**config.mk**
```make
export PLATFORM = sky130hd
export DESIGN_NAME = pwrseq_ctrl
export DESIGN_NICKNAME = d
export VERILOG_FILES = /design/src/rtl/pwrseq_pkg.sv /design/src/rtl/pwrseq_alarm_cmp.sv /design/src/rtl/pwrseq_periodic.sv /design/src/rtl/pwrseq_watchdog.sv /design/src/rtl/pwrseq_irq.sv /design/src/rtl/pwrseq_ctrl.sv
export SDC_FILE = /design/constraint.sdc
export NUM_CORES = 1
export LEC_CHECK = 0
export ABC_AREA = 1
export BUFFER_PORTS_ARGS = -buffer_cell sky130_fd_sc_hd__buf_4
export CELL_PAD_IN_SITES_DETAIL_PLACEMENT = 2
export CELL_PAD_IN_SITES_GLOBAL_PLACEMENT = 2
export CORE_ASPECT_RATIO = 0.75
export CORE_UTILIZATION = 26
export CTS_CLUSTER_DIAMETER = 60
export CTS_CLUSTER_SIZE = 12
export DETAILED_ROUTE_END_ITERATION = 12
export PLACE_DENSITY_LB_ADDON = 0.1
export SYNTH_ARGS = -nofsm -noshare
export SYNTH_HDL_FRONTEND = slang
export SYNTH_HIERARCHICAL = 1
export SYNTH_SLANG_ARGS = --single-unit
```
**constraint.sdc**
```tcl
create_clock -name clk -period 1.5 [get_ports clk]
set_input_delay 0.225 -clock clk [delete_from_list [all_inputs] [get_ports clk]]
set_output_delay 0.225 -clock clk [all_outputs]
set_load 0.02 [all_outputs]
```
**src/rtl/pwrseq_pkg.sv**
```systemverilog
package pwrseq_pkg;
  typedef enum logic {PS_RUN = 1'b0, PS_DOWN = 1'b1} pwr_state_e;
  localparam int SRC_ALARM  = 0;
  localparam int SRC_PERIOD = 1;
  localparam int SRC_PSENSE = 2;
  localparam int SRC_NUM    = 3;
  localparam int FIELD_NUM  = 3;
  typedef logic [SRC_NUM-1:0] src_vec_t;
endpackage

```
**src/rtl/pwrseq_alarm_cmp.sv**
```systemverilog
module pwrseq_alarm_cmp
  import pwrseq_pkg::*;
#(
  parameter int TIME_W = 8
) (
  input  logic [FIELD_NUM-1:0][TIME_W-1:0] now_i,
  input  logic [FIELD_NUM-1:0][TIME_W-1:0] alm_i,
  input  logic                             en_i,
  input  logic                             upd_i,
  output logic                             hit_o
);
  logic [FIELD_NUM-1:0] field_eq;

  for (genvar f = 0; f < FIELD_NUM; f++) begin : g_field
    assign field_eq[f] = (now_i[f] == alm_i[f]);
  end

  assign hit_o = en_i && upd_i && (&field_eq);
endmodule

```
**src/rtl/pwrseq_periodic.sv**
```systemverilog
module pwrseq_periodic #(
  parameter int BASE  = 256,
  parameter int SEL_W = 2
) (
  input  logic             clk,
  input  logic             rst_n,
  input  logic             en_i,
  input  logic [SEL_W-1:0] sel_i,
  input  logic             tick_i,
  output logic             evt_o
);
  localparam int MAXP = BASE << ((1 << SEL_W) - 1);
  localparam int CW   = $clog2(MAXP + 1);

  logic [CW-1:0] cnt_q;
  logic [CW-1:0] last;
  logic          wrap;

  always_comb begin
    last = (CW'(BASE) << sel_i) - CW'(1);
  end

  assign wrap  = (cnt_q >= last);
  assign evt_o = en_i && tick_i && wrap;

  always_ff @(posedge clk or negedge rst_n) begin
    if (!rst_n) begin
      cnt_q <= '0;
    end else if (!en_i) begin
      cnt_q <= '0;
    end else if (tick_i) begin
      if (wrap) cnt_q <= '0;
      else      cnt_q <= cnt_q + CW'(1);
    end
  end
endmodule

```
**src/rtl/pwrseq_watchdog.sv**
```systemverilog
module pwrseq_watchdog #(
  parameter int LIMIT   = 1024,
  parameter int RST_LEN = 16
) (
  input  logic clk,
  input  logic rst_n,
  input  logic en_i,
  input  logic tick_i,
  input  logic ss_i,
  output logic rst_req_o
);
  localparam int CW = $clog2(LIMIT + 1);
  localparam int RW = $clog2(RST_LEN + 1);

  logic          ss_q;
  logic          kick;
  logic [CW-1:0] cnt_q;
  logic [RW-1:0] rcnt_q;
  logic          expire;

  assign kick   = ss_i ^ ss_q;
  assign expire = en_i && !kick && tick_i && (cnt_q == CW'(LIMIT - 1));

  always_ff @(posedge clk or negedge rst_n) begin
    if (!rst_n) ss_q <= 1'b0;
    else        ss_q <= ss_i;
  end

  always_ff @(posedge clk or negedge rst_n) begin
    if (!rst_n) begin
      cnt_q <= '0;
    end else if (!en_i || kick || expire) begin
      cnt_q <= '0;
    end else if (tick_i) begin
      cnt_q <= cnt_q + CW'(1);
    end
  end

  always_ff @(posedge clk or negedge rst_n) begin
    if (!rst_n) begin
      rcnt_q <= '0;
    end else if (!en_i) begin
      rcnt_q <= '0;
    end else if (expire) begin
      rcnt_q <= RW'(RST_LEN);
    end else if (rcnt_q != '0) begin
      rcnt_q <= rcnt_q - RW'(1);
    end
  end

  assign rst_req_o = (rcnt_q != '0);
endmodule

```
**src/rtl/pwrseq_irq.sv**
```systemverilog
module pwrseq_irq
  import pwrseq_pkg::*;
(
  input  logic     clk,
  input  logic     rst_n,
  input  logic     alm_evt_i,
  input  logic     per_evt_i,
  input  logic     line_fail_i,
  input  logic     ps_en_i,
  input  logic     rd_i,
  output logic     evt_any_o,
  output src_vec_t stat_o
);
  logic     line_q;
  logic     pen_q;
  logic     armed_q;
  logic     ps_evt;
  src_vec_t evt;
  src_vec_t stat_q;

  assign ps_evt = ps_en_i && armed_q && line_fail_i && !line_q;

  always_comb begin
    evt             = '0;
    evt[SRC_ALARM]  = alm_evt_i;
    evt[SRC_PERIOD] = per_evt_i;
    evt[SRC_PSENSE] = ps_evt;
  end

  always_ff @(posedge clk or negedge rst_n) begin
    if (!rst_n) begin
      line_q  <= 1'b0;
      pen_q   <= 1'b0;
      armed_q <= 1'b0;
    end else begin
      line_q <= line_fail_i;
      pen_q  <= ps_en_i;
      if (!ps_en_i)    armed_q <= 1'b0;
      else if (!pen_q) armed_q <= 1'b1;
      else if (ps_evt) armed_q <= 1'b0;
    end
  end

  always_ff @(posedge clk or negedge rst_n) begin
    if (!rst_n) stat_q <= '0;
    else        stat_q <= (rd_i ? src_vec_t'(0) : stat_q) | evt;
  end

  assign evt_any_o = |evt;
  assign stat_o    = stat_q;
endmodule

```
**src/rtl/pwrseq_ctrl.sv**
```systemverilog
module pwrseq_ctrl
  import pwrseq_pkg::*;
#(
  parameter int TIME_W     = 8,
  parameter int PER_BASE   = 256,
  parameter int PER_SEL_W  = 2,
  parameter int WD_LIMIT   = 1024,
  parameter int WD_RST_LEN = 16
) (
  input  logic                 clk,
  input  logic                 rst_n,
  input  logic                 pd_req_i,
  input  logic                 vsys_i,
  input  logic                 tick_i,
  input  logic                 time_upd_i,
  input  logic [TIME_W-1:0]    now_sec_i,
  input  logic [TIME_W-1:0]    now_min_i,
  input  logic [TIME_W-1:0]    now_hr_i,
  input  logic [TIME_W-1:0]    alm_sec_i,
  input  logic [TIME_W-1:0]    alm_min_i,
  input  logic [TIME_W-1:0]    alm_hr_i,
  input  logic                 alarm_en_i,
  input  logic                 per_en_i,
  input  logic [PER_SEL_W-1:0] per_sel_i,
  input  logic                 psense_en_i,
  input  logic                 line_fail_i,
  input  logic                 wdog_en_i,
  input  logic                 ss_i,
  input  logic                 stat_rd_i,
  output logic [2:0]           stat_o,
  output logic                 irq_n_o,
  output logic                 pse_o,
  output logic                 clkout_en_o,
  output logic                 cpu_rst_n_o,
  output logic                 ser_dis_o
);
  pwr_state_e state_q;
  logic       vsys_q;
  logic       vsys_rise;
  logic       alm_hit;
  logic       per_evt;
  logic       evt_any;
  logic       wd_rst;
  logic       running;
  logic       wake;
  src_vec_t   stat;

  logic [FIELD_NUM-1:0][TIME_W-1:0] now_f;
  logic [FIELD_NUM-1:0][TIME_W-1:0] alm_f;

  assign now_f = {now_hr_i, now_min_i, now_sec_i};
  assign alm_f = {alm_hr_i, alm_min_i, alm_sec_i};

  pwrseq_alarm_cmp #(.TIME_W(TIME_W)) u_alarm (
    .now_i (now_f),
    .alm_i (alm_f),
    .en_i  (alarm_en_i),
    .upd_i (time_upd_i),
    .hit_o (alm_hit)
  );

  pwrseq_periodic #(.BASE(PER_BASE), .SEL_W(PER_SEL_W)) u_per (
    .clk    (clk),
    .rst_n  (rst_n),
    .en_i   (per_en_i),
    .sel_i  (per_sel_i),
    .tick_i (tick_i),
    .evt_o  (per_evt)
  );

  pwrseq_irq u_irq (
    .clk         (clk),
    .rst_n       (rst_n),
    .alm_evt_i   (alm_hit),
    .per_evt_i   (per_evt),
    .line_fail_i (line_fail_i),
    .ps_en_i     (psense_en_i),
    .rd_i        (stat_rd_i),
    .evt_any_o   (evt_any),
    .stat_o      (stat)
  );

  assign running = (state_q == PS_RUN);

  pwrseq_watchdog #(.LIMIT(WD_LIMIT), .RST_LEN(WD_RST_LEN)) u_wd (
    .clk       (clk),
    .rst_n     (rst_n),
    .en_i      (wdog_en_i && running),
    .tick_i    (tick_i),
    .ss_i      (ss_i),
    .rst_req_o (wd_rst)
  );

  assign vsys_rise = vsys_i && !vsys_q;
  assign wake      = vsys_rise || (evt_any && vsys_i);

  always_ff @(posedge clk or negedge rst_n) begin
    if (!rst_n) begin
      state_q <= PS_RUN;
      vsys_q  <= 1'b1;
    end else begin
      vsys_q <= vsys_i;
      case (state_q)
        PS_RUN:  if (pd_req_i) state_q <= PS_DOWN;
        PS_DOWN: if (wake)     state_q <= PS_RUN;
        default:               state_q <= PS_RUN;
      endcase
    end
  end

  assign pse_o       = running;
  assign clkout_en_o = running;
  assign ser_dis_o   = !running;
  assign cpu_rst_n_o = running && !wd_rst;
  assign stat_o      = stat;
  assign irq_n_o     = !(|stat);
endmodule

```
==> metrics.md, run 1 <==
| Metric | Value |
|---|---|
| Synth warn | 6 |
| Ranking of synthesized cells by area | dfrtp_1 (31%), nand2_1 (22%), inv_1 (10%), nor2_1 (5.1%), nand3_1 (4.0%) |
| Result of the run | finished, violations left |
| Hold Path Stages | 1 |
| Leading area contributor after synthesis | dfrtp_1 |
| TNS Setup | -0.598 ns |
| Worst hold start | vsys_i |
| Mapped Area | 0.00287 mm2 |
| CP Class | register to primary output |
| Largest net degree at the start of global routing | 38 |
| Initial antenna violation count | 0 |
| Layout Cells excl Fill | 679 |
| First-pass GRT wire length | 16.6 mm |
| Worst path arrival time | 1.41 ns |
| Violated checks | negative setup slack |
| Final Hold Viols | 0 |
| Routed WL per cell | 14.5 um |
| GRT Util Overall | 18.5% |
| HPWL Detailed | 7.51 mm |
| RSZ-0062 raised after global routing | yes |
| Register area share after synthesis | 32.3% |
| Reg area | 927 um2 |
| Sw Ratio | 31.0% |
| Worst Clk Skew | 0.00586 ns |
| Starting Density | 27.4% |
| Number of buffers created by CTS | 5 |
| Synth Register Bits | 37 |
| Crit Reg-Reg Endpoint | ser_dis_o |
| Internal Power | 2.58 mW |
| Clock Tree Root | clkbuf_16 |
| Layout cell share with drive strength beyond 1 | 33.5% |
| Mapped Cells | 434 |
| # H-tree levels | 2 |
| Vias/cell | 4.44 |
| Multi-input gate area | 0.00177 mm2 |
| Worst R2R Path Depth | 11 |
| Syn nets | 504 |
| Die height | 93.0 um |
| Max Freq | 0.612 GHz |
| Placer Congestion | 0.725 |
| Finish-stage setup viols | 14 |
| GRT overflow | 0 |
| Fin crit share | 109% |
| CP Max Fanout | 2 |
| Final Power | 3.74 mW |
| Logic gate share of total power | 37.0% |
| Core Area | 0.0105 mm2 |
| Reg2Reg Launch Point | u_per/cnt_q[9] |
| Clock share of power | 33.2% |
| Area growth syn-to-layout | 45.1% |
| CTS clk-pin slew, worst paths | 0.06 ns |
| DR DRC count | 0 |
| MaxCap Viol Count | 0 |
| Diode count | 0 |
| Worst EP required | 1.27 ns |
| Slew Limit Fails | 0 |
| Worst setup EP type | primary output |
| Antenna-violating nets left | 0 |
| DIE WIDTH | 123 um |
| NetSw | 1.16 mW |
| Drt total wl | 9.84 mm |
| R2R Setup Slk | -0.09 ns |
| Crit path time final | 1.63 ns |
| CTS Buffer Depth | 2 |
| Slew at the pin closest to its max-slew limit | 0.534 ns |
| Fin nets | 612 |
| Clk Latency, worst-skew pair | 0.28 ns |
| Iter 0 DRT Violations | 56 |
| Drt first pass iters | 4 |
| Via count | 3,018 |
| Syn avg cell area | 6.62 um2 |
| Relative slew slack | 64.4% |
| Placed instance count | 658 |
| I/O Buffers | 70 |
| Fillcell total | 1,262 |
| VDD IR max | 0.613 mV |
| Vias in the first global route | 3,456 |
| Clock Sinks | 37 |
| Yosys cell types | 35 |
| Post-synth top area share | 31.4% |
| Crit start category | register |
| Cell Pwr Density | 898 mW/mm2 |
| I/O pin total | 71 |
| Post-route setup slack | -0.134 ns |
| DIE AREA | 0.0115 mm2 |
| Hold Path Class | input pin to register |
| Hold EP | vsys_q |
| CTS tree | built |
| Hold_ws | 0.0590 ns |
| Static leakage | 2.30 nW |
| Row count | 32 |
| Part of the power in registers | 29.8% |
==> cell usage in the layout (no fill, tap or decap), types with 8 or more instances in the layout <==
cell type  count
nand2_1      161
buf_4         98
inv_2         10
o21ai_2        9
nand3_1       23
dfrtp_1       36
nor2_2         9
inv_1         74
nand2_2        8
nor2_1        36
==> area by class of cell <==
type,instances,share of cell area (%)
Clock buffer,5,3.00
Clock inverter,3,1.11
Inverter,84,7.57
Multi-Input combinational cell,309,42.5
Sequential cell,37,22.2
Tap cell,136,4.08
Timing Repair Buffer,105,19.5
==> through the flow <==
| stage | area, um2 | util, % | setup WS, ns |
|---|---|---|---|
| finish | 4170 | 39.7 | -0.134 |
| detailed placement | 3720 | 35.4 | -0.103 |
| floorplan | 2880 | - | -0.00516 |
| CTS | 4050 | 38.6 | -0.135 |
| global route | 4170 | 39.7 | -0.200 |
| global placement | 3720 | 35.4 | -0.0299 |
==> routing by layer <==
| metal | global-route usage [%] | share of wire [%] | up-vias |
|---|---|---|---|
| li1 | - | - | 1513 |
| met1 | 22.1 | 44 | 1471 |
| met2 | 34.4 | 53 | 28 |
| met3 | 3.41 | 2.4 | 6 |
| met4 | 3.51 | 0.93 | 0 |
| met5 | 0 | 0 | - |
==> flip-flops by register name, summed over array words and instances, names as in the netlist <==
register,flops
vsys_q,1
u_irq/stat_o,3
u_irq/line_q,1
u_wd/rcnt_q,5
u_wd/cnt_q,11
u_irq/armed_q,1
u_wd/ss_q,1
ser_dis_o,1
u_per/cnt_q,12
u_irq/pen_q,1
==> how the worst max path moves through the flow <==
stage	start	end	cells past startpoint
after floorplan	u_per/cnt_q[11]	ser_dis_o	10
after global placement	per_sel_i[1]	u_per/cnt_q[11]	9
after detailed placement	per_sel_i[1]	u_per/cnt_q[11]	9
after CTS	u_wd/rcnt_q[0]	cpu_rst_n_o	6
after global routing	u_wd/rcnt_q[0]	cpu_rst_n_o	6
final	u_wd/rcnt_q[0]	cpu_rst_n_o	6
==> cell families after synthesis <==
logic type	synth area share, %
AO/OA/AOI/OAI	4.53
XOR/XNOR	3.66
adder cells (fa/ha/maj)	3.05
buffers and inverters	12.1
flip-flops	32.3
other	0.131
AND/OR/NAND/NOR	44.2
==> synth_stat cells (all sizes together) <==
master	instances
nand2	174
inv	84
nor2	53
dfrtp	36
nand3	27
o21ai	10
ha	7
nand4	6
nor3	6
xnor2	6
xor2	6
a21oi	4
buf	4
nand3b	3
a21o	2
and2	1
clkbuf	1
conb	1
dfstp	1
o211ai	1
or2	1
==> critical path, cell delays in order, from the launching register on <==
cell and delay (ns):
dfrtp_1 0.39, inv_2 0.09, ha_4 0.14, nand2_2 0.06, or2_4 0.24, nor2_4 0.08
buf_6 0.12
==> power groups by stage <==
| stage | logic [mW] | registers [mW] | clock network [mW] |
|---|---|---|---|
| 2_1_floorplan | 0.608 | 1.14 | 0 |
| 3_3_place_gp | 0.996 | 1.12 | 0 |
| 3_5_place_dp | 1.04 | 1.13 | 0 |
| 4_1_cts | 1.27 | 1.11 | 1.30 |
| 5_1_grt | 1.52 | 1.12 | 1.33 |
| 6_report | 1.39 | 1.12 | 1.24 |
==> timing repair <==
| action | 4_1_cts | 5_1_grt |
|---|---|---|
| pin swaps | 9 | 22 |
| gates resized for setup | 18 | 20 |
| cloned | 1 | 0 |
| hold buffers | 1 | 0 |
| setup endpoints to repair | 14 | 27 |
| buffers inserted | 8 | 3 |
| endpoints found under the hold margin | 36 | 0 |
No activity file was read; power rests on OpenSTA's default activity.
==> inputs of run 2 (changes only) <==
--- a/config.mk
+++ b/config.mk
@@ -14,6 +14,7 @@
 export CTS_CLUSTER_DIAMETER = 60
 export CTS_CLUSTER_SIZE = 12
 export DETAILED_ROUTE_END_ITERATION = 12
+export MAX_ROUTING_LAYER = met4
 export PLACE_DENSITY_LB_ADDON = 0.1
 export SYNTH_ARGS = -nofsm -noshare
 export SYNTH_HDL_FRONTEND = slang
==> constraint.sdc (replaced) <==
create_clock -name clk -period 1.5 [get_ports clk]
set_input_delay 0.225 -clock clk [delete_from_list [all_inputs] [get_ports clk]]
set_output_delay 0.225 -clock clk [all_outputs]
set_load 0.005 [all_outputs]
==> metrics.md, run 2 (synthesis results as in run 1) <==
| Metric | Value |
|---|---|
| Post-route setup slack | -0.124 ns |
| Crit path time final | 1.62 ns |
| Via count | 2,994 |
| Hold Path Class | input pin to register |
| Finish-stage setup viols | 10 |
| Logic gate share of total power | 38.1% |
| Slew at the pin closest to its max-slew limit | 0.523 ns |
| Drt first pass iters | 3 |
| Clock Sinks | 37 |
| Clock share of power | 30.3% |
| Sw Ratio | 30.6% |
| GRT overflow | 0 |
| GRT Util Overall | 18.8% |
| MaxCap Viol Count | 0 |
| DIE AREA | 0.0115 mm2 |
| Regs by FF count | u_per/cnt_q x12, u_wd/cnt_q x11, u_wd/rcnt_q x5 |
| RSZ-0062 raised after global routing | yes |
| Part of the power in registers | 31.6% |
| Violated checks | negative setup slack |
| DIE WIDTH | 123 um |
| Fin nets | 610 |
| HPWL Detailed | 7.55 mm |
| Final core utilization | 39.5% |
| Biggest register | u_per/cnt_q |
| DR DRC count | 0 |
| Relative slew slack | 65.1% |
| VDD IR max | 0.767 mV |
| Starting Density | 27.4% |
| Commonest cells after routing, fill and taps aside | nand2_1 (162), buf_4 (96), inv_1 (74), dfrtp_1 (36), nor2_1 (35) |
| Internal Power | 2.46 mW |
| Worst setup EP type | primary output |
| CTS clk-pin slew, worst paths | 0.06 ns |
| NetSw | 1.09 mW |
| CTS Buffer Depth | 2 |
| Routed WL per cell | 14.5 um |
| Worst Clk Skew | 0.00470 ns |
| Antenna-violating nets left | 0 |
| Vias in the first global route | 3,331 |
| Cell Pwr Density | 855 mW/mm2 |
| Vias/cell | 4.42 |
| I/O Buffers | 70 |
| Slew Limit Fails | 0 |
| Layout cell share with drive strength beyond 1 | 33.1% |
| Worst EP required | 1.27 ns |
| # H-tree levels | 2 |
| Max Freq | 0.616 GHz |
| Clock Tree Root | clkbuf_16 |
| Worst path arrival time | 1.40 ns |
| I/O pin total | 71 |
| Most common cell after layout, fill and taps aside | nand2_1 |
| Clk Latency, worst-skew pair | 0.28 ns |
| Core Area | 0.0105 mm2 |
| Number of buffers created by CTS | 5 |
| Row count | 32 |
| Drt total wl | 9.80 mm |
| First-pass GRT wire length | 16.2 mm |
| CP Max Fanout | 2 |
| Final Hold Viols | 0 |
| CP Class | register to primary output |
| Area growth syn-to-layout | 44.3% |
| Iter 0 DRT Violations | 49 |
| Max reg flops | 12 |
| Die height | 93.0 um |
| Crit start category | register |
| Diode count | 0 |
| Largest net degree at the start of global routing | 38 |
| Result of the run | finished, violations left |
| Placer Congestion | 0.749 |
| CTS tree | built |
| Hold_ws | 0.0650 ns |
| Initial antenna violation count | 0 |
| Static leakage | 2.28 nW |
| Fin crit share | 108% |
[run 2: path summary, 6_finish.rpt]
kind / to / slack, ns / start / cells after the start
min reg2reg: u_irq/armed_q / 0.51 / u_irq/pen_q / 3
max reg2reg: u_wd/rcnt_q[2] / -0.09 / u_wd/rcnt_q[0] / 9
min: u_wd/ss_q / 0.06 / ss_i / 1
max in group asynchronous: vsys_q / 0.64 / rst_n / 2
min in group asynchronous: u_wd/cnt_q[3] / 0.46 / rst_n / 2
max: cpu_rst_n_o / -0.12 / u_wd/rcnt_q[0] / 6
[run 2: routing by layer]
| layer | vias to the layer above | GRT usage (%) | part of all wire (%) |
|---|---|---|---|
| li1 | 1507 | - | - |
| met5 | - | - | 0 |
| met2 | 41 | 33.3 | 51 |
| met4 | 0 | 4.02 | 1.3 |
| met3 | 11 | 3.11 | 3.3 |
| met1 | 1435 | 22.4 | 45 |
[run 2: through the flow]
stage                     cells  setup WS (ns)  cell area (um2)  TNS [ns]  power (mW)
after detailed placement    657         -0.131             3720     -1.12        2.11
after CTS                   675         -0.146             4040    -0.175        3.44
after global routing        677         -0.186             4140     -1.10        3.78
final                       677         -0.124             4140    -0.348        3.54
after global placement      657        -0.0875             3720    -0.287        2.05
after floorplan             434         0.0120             2880         0        1.69
[run 2: final cells by class]
type | count | area [um2]
fillers | 1281 | 6350
repair buffers | 103 | 807
well taps | 136 | 170
inverters | 84 | 315
multi-input cells | 309 | 1780
clock buffers | 8 | 146
flip-flops and latches | 37 | 927
[run 2: critical path, cell delays in order (launching register included)]
cell and delay (ns):
dfrtp_1 0.39, inv_2 0.09, ha_4 0.14, nand2_2 0.06, or2_4 0.25, nor2_4 0.09
buf_6 0.10
[run 2: power by group through the flow]
stage               combinational, mW  clock, mW  sequential [mW]
CTS                              1.21       1.11             1.11
finish                           1.35       1.07             1.12
global placement                0.923          0             1.13
global route                     1.50       1.15             1.13
floorplan                       0.556          0             1.13
detailed placement              0.976          0             1.13
[run 2: repair_timing]
action                                  CTS  global route
endpoints found under the setup margin   15            29
pin swaps                                13            15
gates cloned                              1             0
hold endpoints to repair                 36             0
hold buffers                              1             0
gates resized for setup                  19            20
setup buffers                             8             2
==> inputs of run 3 (changes only) <==
--- a/config.mk
+++ b/config.mk
@@ -7,6 +7,7 @@
 export LEC_CHECK = 0
 export ABC_AREA = 1
 export BUFFER_PORTS_ARGS = -buffer_cell sky130_fd_sc_hd__buf_4
+export CAP_MARGIN = 25
 export CELL_PAD_IN_SITES_DETAIL_PLACEMENT = 2
 export CELL_PAD_IN_SITES_GLOBAL_PLACEMENT = 2
 export CORE_ASPECT_RATIO = 0.75
@@ -16,6 +17,7 @@
 export DETAILED_ROUTE_END_ITERATION = 12
 export MAX_ROUTING_LAYER = met4
 export PLACE_DENSITY_LB_ADDON = 0.1
+export RECOVER_POWER = 50
 export SYNTH_ARGS = -nofsm -noshare
 export SYNTH_HDL_FRONTEND = slang
 export SYNTH_HIERARCHICAL = 1
==> metrics.md, run 3 (synthesis results as in run 1) <==
| Metric | Value |
|---|---|
| MaxCap Viol Count | 0 |
| # H-tree levels | 2 |
| Via count | 3,003 |
| Dpl ws | -0.131 ns |
| DIE WIDTH | 123 um |
| Row count | 32 |
| Post-route cell area | 0.00412 mm2 |
| Clock Tree Root | clkbuf_16 |
| CP Class | register to primary output |
| Hold Path Stages | 1 |
| Worst R2R Path Depth | 9 |
| Max Freq | 0.616 GHz |
| RSZ-0062 raised after global routing | yes |
| Initial antenna violation count | 0 |
| Violated checks | negative setup slack |
| Worst setup EP type | primary output |
| Relative slew slack | 39.5% |
| Slew at the pin closest to its max-slew limit | 0.908 ns |
| Placer Congestion | 0.749 |
| Reg2Reg Launch Point | u_wd/rcnt_q[0] |
| CP Max Fanout | 2 |
| Biggest register | u_per/cnt_q |
| Crit path time final | 1.62 ns |
| First-pass GRT wire length | 16.2 mm |
| Fin crit share | 108% |
| Cell Chain, Critical Path | inv_2, ha_4, nand2_2, or2_4, nor2_4, buf_6 |
| CTS clk-pin slew, worst paths | 0.06 ns |
| Core Area | 0.0105 mm2 |
| Clk Latency, worst-skew pair | 0.28 ns |
| Max reg flops | 12 |
| CTS Buffer Depth | 2 |
| Cell Pwr Density | 858 mW/mm2 |
| Most common cell after layout, fill and taps aside | nand2_1 |
| DR DRC count | 0 |
| Levels on crit path | 6 |
| Die height | 93.0 um |
| Drt first pass iters | 4 |
| Starting Density | 27.4% |
| Worst hold start | vsys_i |
| Placed inst area | 0.00372 mm2 |
| Clock Sinks | 37 |
| CTS tree | built |
| Largest net degree at the start of global routing | 38 |
| Routed WL per cell | 14.5 um |
| Final Hold Viols | 0 |
| Area growth syn-to-layout | 43.6% |
| Max stage delay cell, worst path | dfrtp_1 |
| Regs by FF count | u_per/cnt_q x12, u_wd/cnt_q x11, u_wd/rcnt_q x5 |
| Worst path arrival time | 1.40 ns |
| Post-route setup slack | -0.124 ns |
| Vias/cell | 4.44 |
| Crit start category | register |
| DIE AREA | 0.0115 mm2 |
| Antenna-violating nets left | 0 |
| Slew Limit Fails | 0 |
| Finish-stage setup viols | 10 |
| VDD IR max | 0.767 mV |
| Crit-path leading delay family | simple AND/OR/NAND/NOR gates |
| Layout cell share with drive strength beyond 1 | 32.2% |
| Static leakage | 2.26 nW |
| GRT overflow | 0 |
| Commonest cells after routing, fill and taps aside | nand2_1 (162), buf_4 (91), inv_1 (74), dfrtp_1 (36), nor2_1 (36) |
| GRT Util Overall | 18.8% |
| Hold Path Class | input pin to register |
| Fin nets | 610 |
| Diode count | 0 |
| I/O pin total | 71 |
| Max incr delay on CP | 0.39 ns |
| Worst EP required | 1.27 ns |
| Buffers & Inverters on Critical Path | 2 |
| Iter 0 DRT Violations | 48 |
| Drt total wl | 9.81 mm |
| Number of buffers created by CTS | 5 |
| I/O Buffers | 70 |
| Result of the run | finished, violations left |
| Crit path launch | u_wd/rcnt_q[0] |
| HPWL Detailed | 7.55 mm |
| Worst Clk Skew | 0.00478 ns |
| Vias in the first global route | 3,331 |
run 3: cell types whose count changed in the layout (fill, tap and decap cells not counted), sizes merged:
| cell | delta |
|---|---|
| buf | -4 |
| clkbuf | +4 |
run 3: power by group:
| group | leakage [nW] | internal, mW | total [mW] | switching (mW) |
|---|---|---|---|---|
| logic | 1.69 | 0.725 | 1.35 | 0.621 |
| clock network | 0.0712 | 0.663 | 1.07 | 0.408 |
| registers | 0.499 | 1.06 | 1.12 | 0.0561 |
| total | 2.26 | 2.45 | 3.54 | 1.09 |
run 3: repair_timing:
item,4_1_cts,5_1_grt
setup buffers,8,2
hold endpoints to repair,36,0
gates cloned,1,0
endpoints found under the setup margin,15,29
resized for setup,19,20
hold buffers,1,0
pin swaps,13,15
run 3: stage by stage:
step | setup TNS (ns) | hold WS, ns | power, mW | std cells | util [%]
after floorplan | 0 | -0.0706 | 1.69 | 434 | -
after global placement | -0.287 | 0.237 | 2.05 | 657 | 35.4
after detailed placement | -1.12 | 0.237 | 2.11 | 657 | 35.4
after CTS | -0.175 | 0.0566 | 3.44 | 675 | 38.5
after global routing | -1.11 | 0.0717 | 3.77 | 677 | 39.3
final | -0.364 | 0.0750 | 3.54 | 677 | 39.3
run 3: layout make-up:
cell class              instances  area [um2]
repair buffers                103         790
well taps                     136         170
fillers                      1285        6370
multi-input cells             309        1780
flip-flops and latches         37         927
clock buffers                   8         146
inverters                      84         315
run 3: metal layers:
metal	global-route usage, %	part of all wire (%)	vias to the layer above
li1	-	-	1507
met1	22.4	45	1442
met2	33.3	51	43
met3	3.11	3.5	11
met4	4.02	1.3	0
met5	-	0	-
run 3: path summary, 6_finish.rpt:
kind                                  end  slack [ns]
setup / recovery              cpu_rst_n_o       -0.12
hold / removal                     vsys_q        0.08
setup reg to reg           u_wd/rcnt_q[2]       -0.09
hold reg to reg             u_irq/armed_q        0.50
max in group asynchronous     u_irq/pen_q        0.30
min in group asynchronous   u_wd/cnt_q[3]        0.61
